`config.mk`:
```
export PLATFORM = sky130hd
export DESIGN_NAME = pwm_cutoff_ctrl
export DESIGN_NICKNAME = d
export VERILOG_FILES = /design/src/rtl/pwm_cutoff_pkg.sv /design/src/rtl/pwm_cutoff_sync.sv /design/src/rtl/pwm_cutoff_regs.sv /design/src/rtl/pwm_cutoff_gate.sv /design/src/rtl/pwm_cutoff_ctrl.sv
export SDC_FILE = /design/constraint.sdc
export NUM_CORES = 1
export LEC_CHECK = 0
export BUFFER_PORTS_ARGS = -buffer_cell sky130_fd_sc_hd__buf_2
export CAP_MARGIN = 20
export CORE_AREA = 2 2 39 41
export DETAILED_ROUTE_END_ITERATION = 16
export DIE_AREA = 0 0 41 43
export GPL_TIMING_DRIVEN = 1
export PLACE_DENSITY = 0.69
export SYNTH_ARGS = -nofsm -noshare
export SYNTH_HDL_FRONTEND = slang
export SYNTH_SLANG_ARGS = --single-unit
```
`constraint.sdc`:
```
create_clock -name clk -period 1.3 [get_ports clk]
set_input_delay 0.13 -clock clk [delete_from_list [all_inputs] [get_ports clk]]
set_output_delay 0.13 -clock clk [all_outputs]
set_load 0.1 [all_outputs]
```
`src/rtl/pwm_cutoff_pkg.sv`:
```
package pwm_cutoff_pkg;

    localparam int REG_W   = 8;
    localparam int EN_BIT  = 7;
    localparam int CUT_BIT = 0;

    typedef struct packed {
        logic             pin_en;
        logic             cut;
        logic [REG_W-1:0] rdata;
    } cut_regs_t;

    function automatic logic [REG_W-1:0] pack_reg(input logic en, input logic cut);
        logic [REG_W-1:0] v;
        v          = '0;
        v[EN_BIT]  = en;
        v[CUT_BIT] = cut;
        return v;
    endfunction

endpackage

```
`src/rtl/pwm_cutoff_sync.sv`:
```
module pwm_cutoff_sync #(
    parameter int   STAGES  = 2,
    parameter logic RST_VAL = 1'b1
) (
    input  logic clk,
    input  logic rst_n,
    input  logic async_i,
    output logic sync_o
);

    logic [STAGES-1:0] chain_d, chain_q;

    always_comb begin
        chain_d[0] = async_i;
        for (int i = 1; i < STAGES; i++) begin
            chain_d[i] = chain_q[i-1];
        end
    end

    always_ff @(posedge clk or negedge rst_n) begin
        if (!rst_n) chain_q <= {STAGES{RST_VAL}};
        else        chain_q <= chain_d;
    end

    assign sync_o = chain_q[STAGES-1];

endmodule

```
`src/rtl/pwm_cutoff_regs.sv`:
```
module pwm_cutoff_regs
    import pwm_cutoff_pkg::*;
(
    input  logic             clk,
    input  logic             rst_n,
    input  logic             pin_lvl_i,
    input  logic             evt_i,
    input  logic             tmr_run_i,
    input  logic             hit_we_i,
    input  logic             hit_rd_i,
    input  logic             wr_en_i,
    input  logic             wr_cut_i,
    output logic             cut_o,
    output logic [REG_W-1:0] rdata_o
);

    cut_regs_t r_d, r_q;
    logic      hw_set;
    logic      sw_set;
    logic      sw_clr;

    always_comb begin
        hw_set = (r_q.pin_en && !pin_lvl_i) || evt_i;
        sw_set = hit_we_i && wr_cut_i;
        sw_clr = hit_we_i && !wr_cut_i && !tmr_run_i;

        r_d = r_q;
        if (hit_we_i) r_d.pin_en = wr_en_i;

        if (hw_set || sw_set) r_d.cut = 1'b1;
        else if (sw_clr)      r_d.cut = 1'b0;

        r_d.rdata = hit_rd_i ? pack_reg(r_q.pin_en, r_q.cut) : '0;
    end

    always_ff @(posedge clk or negedge rst_n) begin
        if (!rst_n) r_q <= '0;
        else        r_q <= r_d;
    end

    assign cut_o   = r_q.cut;
    assign rdata_o = r_q.rdata;

endmodule

```
`src/rtl/pwm_cutoff_gate.sv`:
```
module pwm_cutoff_gate #(
    parameter int                 NUM_OUT  = 4,
    parameter logic [NUM_OUT-1:0] IDLE_LVL = '0
) (
    input  logic               clk,
    input  logic               rst_n,
    input  logic               cut_i,
    input  logic [NUM_OUT-1:0] pwm_i,
    output logic [NUM_OUT-1:0] pwm_o
);

    logic [NUM_OUT-1:0] out_d, out_q;

    always_comb begin
        for (int i = 0; i < NUM_OUT; i++) begin
            out_d[i] = cut_i ? IDLE_LVL[i] : pwm_i[i];
        end
    end

    always_ff @(posedge clk or negedge rst_n) begin
        if (!rst_n) out_q <= IDLE_LVL;
        else        out_q <= out_d;
    end

    assign pwm_o = out_q;

endmodule

```
`src/rtl/pwm_cutoff_ctrl.sv`:
```
module pwm_cutoff_ctrl
    import pwm_cutoff_pkg::*;
#(
    parameter int                 NUM_OUT     = 4,
    parameter int                 ADDR_W      = 4,
    parameter logic [ADDR_W-1:0]  REG_ADDR    = '0,
    parameter logic [NUM_OUT-1:0] IDLE_LVL    = '0,
    parameter int                 SYNC_STAGES = 2
) (
    input  logic               clk,
    input  logic               rst_n,
    input  logic               trip_n_i,
    input  logic               evt_i,
    input  logic               tmr_run_i,
    input  logic [ADDR_W-1:0]  bus_addr_i,
    input  logic               bus_we_i,
    input  logic [7:0]         bus_wdata_i,
    output logic [7:0]         bus_rdata_o,
    input  logic [NUM_OUT-1:0] pwm_i,
    output logic [NUM_OUT-1:0] pwm_o,
    output logic               cut_o
);

    logic trip_sync;
    logic addr_hit;
    logic hit_we;

    assign addr_hit = (bus_addr_i == REG_ADDR);
    assign hit_we   = addr_hit && bus_we_i;

    pwm_cutoff_sync #(
        .STAGES  (SYNC_STAGES),
        .RST_VAL (1'b1)
    ) u_sync (
        .clk     (clk),
        .rst_n   (rst_n),
        .async_i (trip_n_i),
        .sync_o  (trip_sync)
    );

    pwm_cutoff_regs u_regs (
        .clk       (clk),
        .rst_n     (rst_n),
        .pin_lvl_i (trip_sync),
        .evt_i     (evt_i),
        .tmr_run_i (tmr_run_i),
        .hit_we_i  (hit_we),
        .hit_rd_i  (addr_hit),
        .wr_en_i   (bus_wdata_i[EN_BIT]),
        .wr_cut_i  (bus_wdata_i[CUT_BIT]),
        .cut_o     (cut_o),
        .rdata_o   (bus_rdata_o)
    );

    pwm_cutoff_gate #(
        .NUM_OUT  (NUM_OUT),
        .IDLE_LVL (IDLE_LVL)
    ) u_gate (
        .clk   (clk),
        .rst_n (rst_n),
        .cut_i (cut_o),
        .pwm_i (pwm_i),
        .pwm_o (pwm_o)
    );

endmodule

```
* Word-level counts from Yosys, hierarchy flattened
Cells that the tools add are included.
Storage, ports and cells: input bits 22, word-level logic and storage cells 24, bits in registers 16, output and inout bits 13
Operators by class: reduce and logical (&&, ||, !) cells 12, muxes and demuxes 7
Operator list (count):
- two-way mux 8 bit | 1
- two-way mux 1 bit | 6
- logical AND 1 bit | 5
- zero test 4 bit | 1
- zero test 1 bit | 3
- logical OR 1 bit | 2
- nonzero test 2 bit | 1

* Depth between registers and ports, before layout
word-level depth 6, mapped depth 3

* Hierarchy
Synthesis repeated with hierarchy kept, for this count alone.
Second synthesis, totals: cells, all modules 34, area total of the unflattened synthesis 422.9 um2
By module, submodules not included:
- pwm_cutoff_regs | cells each 22, times used 1, area an instance 226.5 um2
- pwm_cutoff_gate | cells each 8, times used 1, area an instance 125.1 um2
- pwm_cutoff_sync | cells each 2, times used 1, area an instance 52.6 um2
- pwm_cutoff_ctrl | cells each 2, times used 1, area an instance 18.8 um2

* Worst setup path before layout
No wires, ideal clock.
kind reg-to-reg, from register u_regs.r_q, in the netlist u_regs.cut_o, to register u_regs.r_q, in the netlist u_regs.rdata_o[0], stages on the path, launching flop included 2, setup slack -14 ps, required time 1231 ps, arrival time 1245 ps, setup time 69 ps, cell sequence dfrtp_1 and2_2
RTL lines:
- start: declaration | line pwm_cutoff_regs.sv:17 | cut_regs_t r_d, r_q;
- start signal: assignment | line pwm_cutoff_regs.sv:38 | else r_q <= r_d;

* Worst setup path after layout
from register u_sync.chain_q[1], to register u_regs.r_q, in the netlist u_regs.cut_o
Between the ends: word-level cells in the longest chain between the ends 5, elaborated cells on any way between the ends 6, those cells by class 1 x mux; 5 x reduce/logical
Ends and longest elaborated chain:
- start: declaration | line pwm_cutoff_sync.sv:11 | logic [STAGES-1:0] chain_d, chain_q;
- start signal: assignment | line pwm_cutoff_sync.sv:21 | if (!rst_n) chain_q <= {STAGES{RST_VAL}};
- start signal: assignment | line pwm_cutoff_sync.sv:22 | else chain_q <= chain_d;
- zero test 1 bit (*) | line pwm_cutoff_regs.sv:23 | hw_set = (r_q.pin_en && !pin_lvl_i) || evt_i;
- logical AND 1 bit (*) | line pwm_cutoff_regs.sv:23
- logical OR 1 bit (*) | line pwm_cutoff_regs.sv:23
- logical OR 1 bit (*) | line pwm_cutoff_regs.sv:30 | if (hw_set || sw_set) r_d.cut = 1'b1;
- two-way mux 1 bit or nonzero test 2 bit (tied branches)
Mark *: on every way between the ends. The rest lies on a longest branch, timed or not. A chain may end at the register's enable or synchronous reset.

==> flow_metrics.tcl <==
set metrics [dict create \
    synth.distinct_cells 12 \
    die_w_um 41 \
    drt_pass1_iterations 3 \
    finalHoldViolCount 0 \
    synthCells 32 \
    antenna_found_initial 0 \
    drv_cap 0 \
    cp_max_fo 1 \
    reg2reg_from "u_sync.chain_q[1]$_DFF_PN1_" \
    drt-initial-drc-count 1 \
    syn_area_um2 432 \
    start_util 0.312 \
    status "complete, no violations" \
    wl_um 640 \
    cts-buffers-inserted 3 \
    nets 80 \
    ir_drop_mv 0.419 \
    cts-htree-levels 1 \
    required_ns 1.45 \
    clock-root-buffer "clkbuf_4" \
    clkLatencyLatePin_ns 0.26 \
    fin_hold_ws_ns 0.0947 \
    track_usage 0.0923 \
    startpoint "u_sync.chain_q[1]$_DFF_PN1_" \
    power_mw 0.711 \
    ys_ff_latch 10 \
    ys_top_cells_by_area "dfrtp_1, buf_4, dfstp_2, nor2b_1, nor4_4" \
    hp-class "in2reg" \
    clk_pin_slew_ns 0.07 \
    met1_usage 0.0930 \
    finalSetupViolations 0 \
    hpwlAfterDp_um 461 \
    leakage_nw 0.299 \
    vias 281 \
    detail-route-antenna-nets 0 \
    busiest_layer "met2" \
    avgSynthCellArea_um2 13.5 \
    fin_tns_setup_ns 0 \
    final_cell_mix "buf_2, dfrtp_1, conb_1, nor2b_1, clkbuf_4" \
    grt_pass1_wl_um 1040 \
    final_common_cell "buf_2" \
    grt_use_met3 0.0157 \
    drc 0 \
    cp_data_arrival_time_ns 1.32 \
    pin_count 35 \
    drv_slew 0 \
    overflow 0 \
    power_density_nw_per_um2 1250 \
    fin_crit_sh 0.894 \
    cts_tree "yes" \
    fp.dieH_um 43 \
    synth_top_area_cell "dfrtp_1" \
    period_minus_slack_ns 1.16 \
    cp-end-kind "register" \
    crit_path_start_kind "register" \
    use_met2 0.141 \
    io_buffers 22 \
    netlist.area_leader.share 0.464 \
    max_freq_ghz 0.861 \
    rsz0062_at_grt "no" \
    gp_congestion 0.619 \
    finalNonFillerCells 73 \
    wl_per_cell_um 8.77 \
    drive_gt1_frac 0.596 \
    crit_type "reg2reg" \
    cts.sinks 10 \
    dieArea_um2 1760 \
    area_growth_pct 32.2 \
    clock_skew_ns 0.00960 \
    r2r_setup_slack_ns 0.14 \
    vias_per_cell 3.85 \
    synth-seq-area-share 0.586 \
    diodes 0 \
    grt_max_degree 11 \
    cts_buffer_depth 2 \
    yosysWarnings 0 \
    coreArea_um2 1380 \
    holdCritStartpoint "bus_wdata_i[7]" \
    num_rows 14 \
    grt_pass1_vias 255 \
    dpl.cell_count 67 \
]
stage by stage:
| step | setup WS, ns | area (µm²) | utilization |
|---|---|---|---|
| 5_1_grt | 0.0885 | 571 | 0.412 |
| 3_5_place_dp | 0.152 | 522 | 0.377 |
| 2_1_floorplan | 0.180 | 452 | - |
| 6_report | 0.138 | 571 | 0.412 |
| 4_1_cts | 0.0310 | 568 | 0.410 |
| 3_3_place_gp | 0.155 | 522 | 0.377 |
Yosys cell counts:
library cell	instances
dfstp_2	2
nand2_2	1
nand3b_1	1
a21o_1	1
a311o_2	1
buf_4	8
and2_2	2
dfrtp_1	8
nor2b_1	5
conb_1	1
nor4_4	1
mux2_4	1
registers in the layout, summed over array words and instances, names as in the netlist:
register,flops
u_gate.pwm_o,4
u_regs.cut_o,1
u_regs.r_q,1
u_regs.rdata_o,2
u_sync.chain_q,2
report_power, final:
part           switching [mW]  internal (mW)
logic                   0.118         0.0424
registers             0.00670          0.327
clock network          0.0990          0.118
layout make-up:
type / count / area, µm²
fillers: 138 / 813
well taps: 16 / 20.0
clock buffers: 4 / 26.3
flip-flops and latches: 10 / 254
repair buffers: 24 / 133
multi-input cells: 19 / 138
cells by family after synthesis:
logic type	count (synthesis)	share of synthesized area
AND/OR/NAND/NOR	10	0.188
AO/OA/AOI/OAI	2	0.0435
other	1	0.00869
flip-flops	10	0.586
buffers and inverters	8	0.139
multiplexers	1	0.0348
path summary, 6_finish.rpt:
path                                          endpoint  depth (start not counted)
hold / removal               u_regs.r_q[9]$_DFFE_PN0P_                          2
min in group asynchronous  u_regs.rdata_o[0]$_DFF_PN0_                          2
max in group asynchronous  u_sync.chain_q[0]$_DFF_PN1_                          2
hold reg to reg            u_sync.chain_q[1]$_DFF_PN1_                          0
setup / recovery              u_regs.cut_o$_DFFE_PN0P_                          3
setup reg to reg              u_regs.cut_o$_DFFE_PN0P_                          3
layer usage:
layer  wire length (µm)  vias up  share of wire
li1                   -      140              -
met4                 14        0          0.022
met5                  0        -              0
met2                325       14           0.51
met1                247      125           0.39
met3                 52        2          0.081
critical path: stages (launching register included):
cell,delay (ns)
dfstp_2,0.52
nor2b_1,0.04
a311o_2,0.34
a21o_1,0.15
timing repair:
action,in CTS,in global routing
setup buffers,0,0
hold buffers,2,0
endpoints found under the hold margin,11,0
gates resized for setup,0,1
endpoints found under the setup margin,0,1
Note: power is estimated with default switching activity, not from simulation.
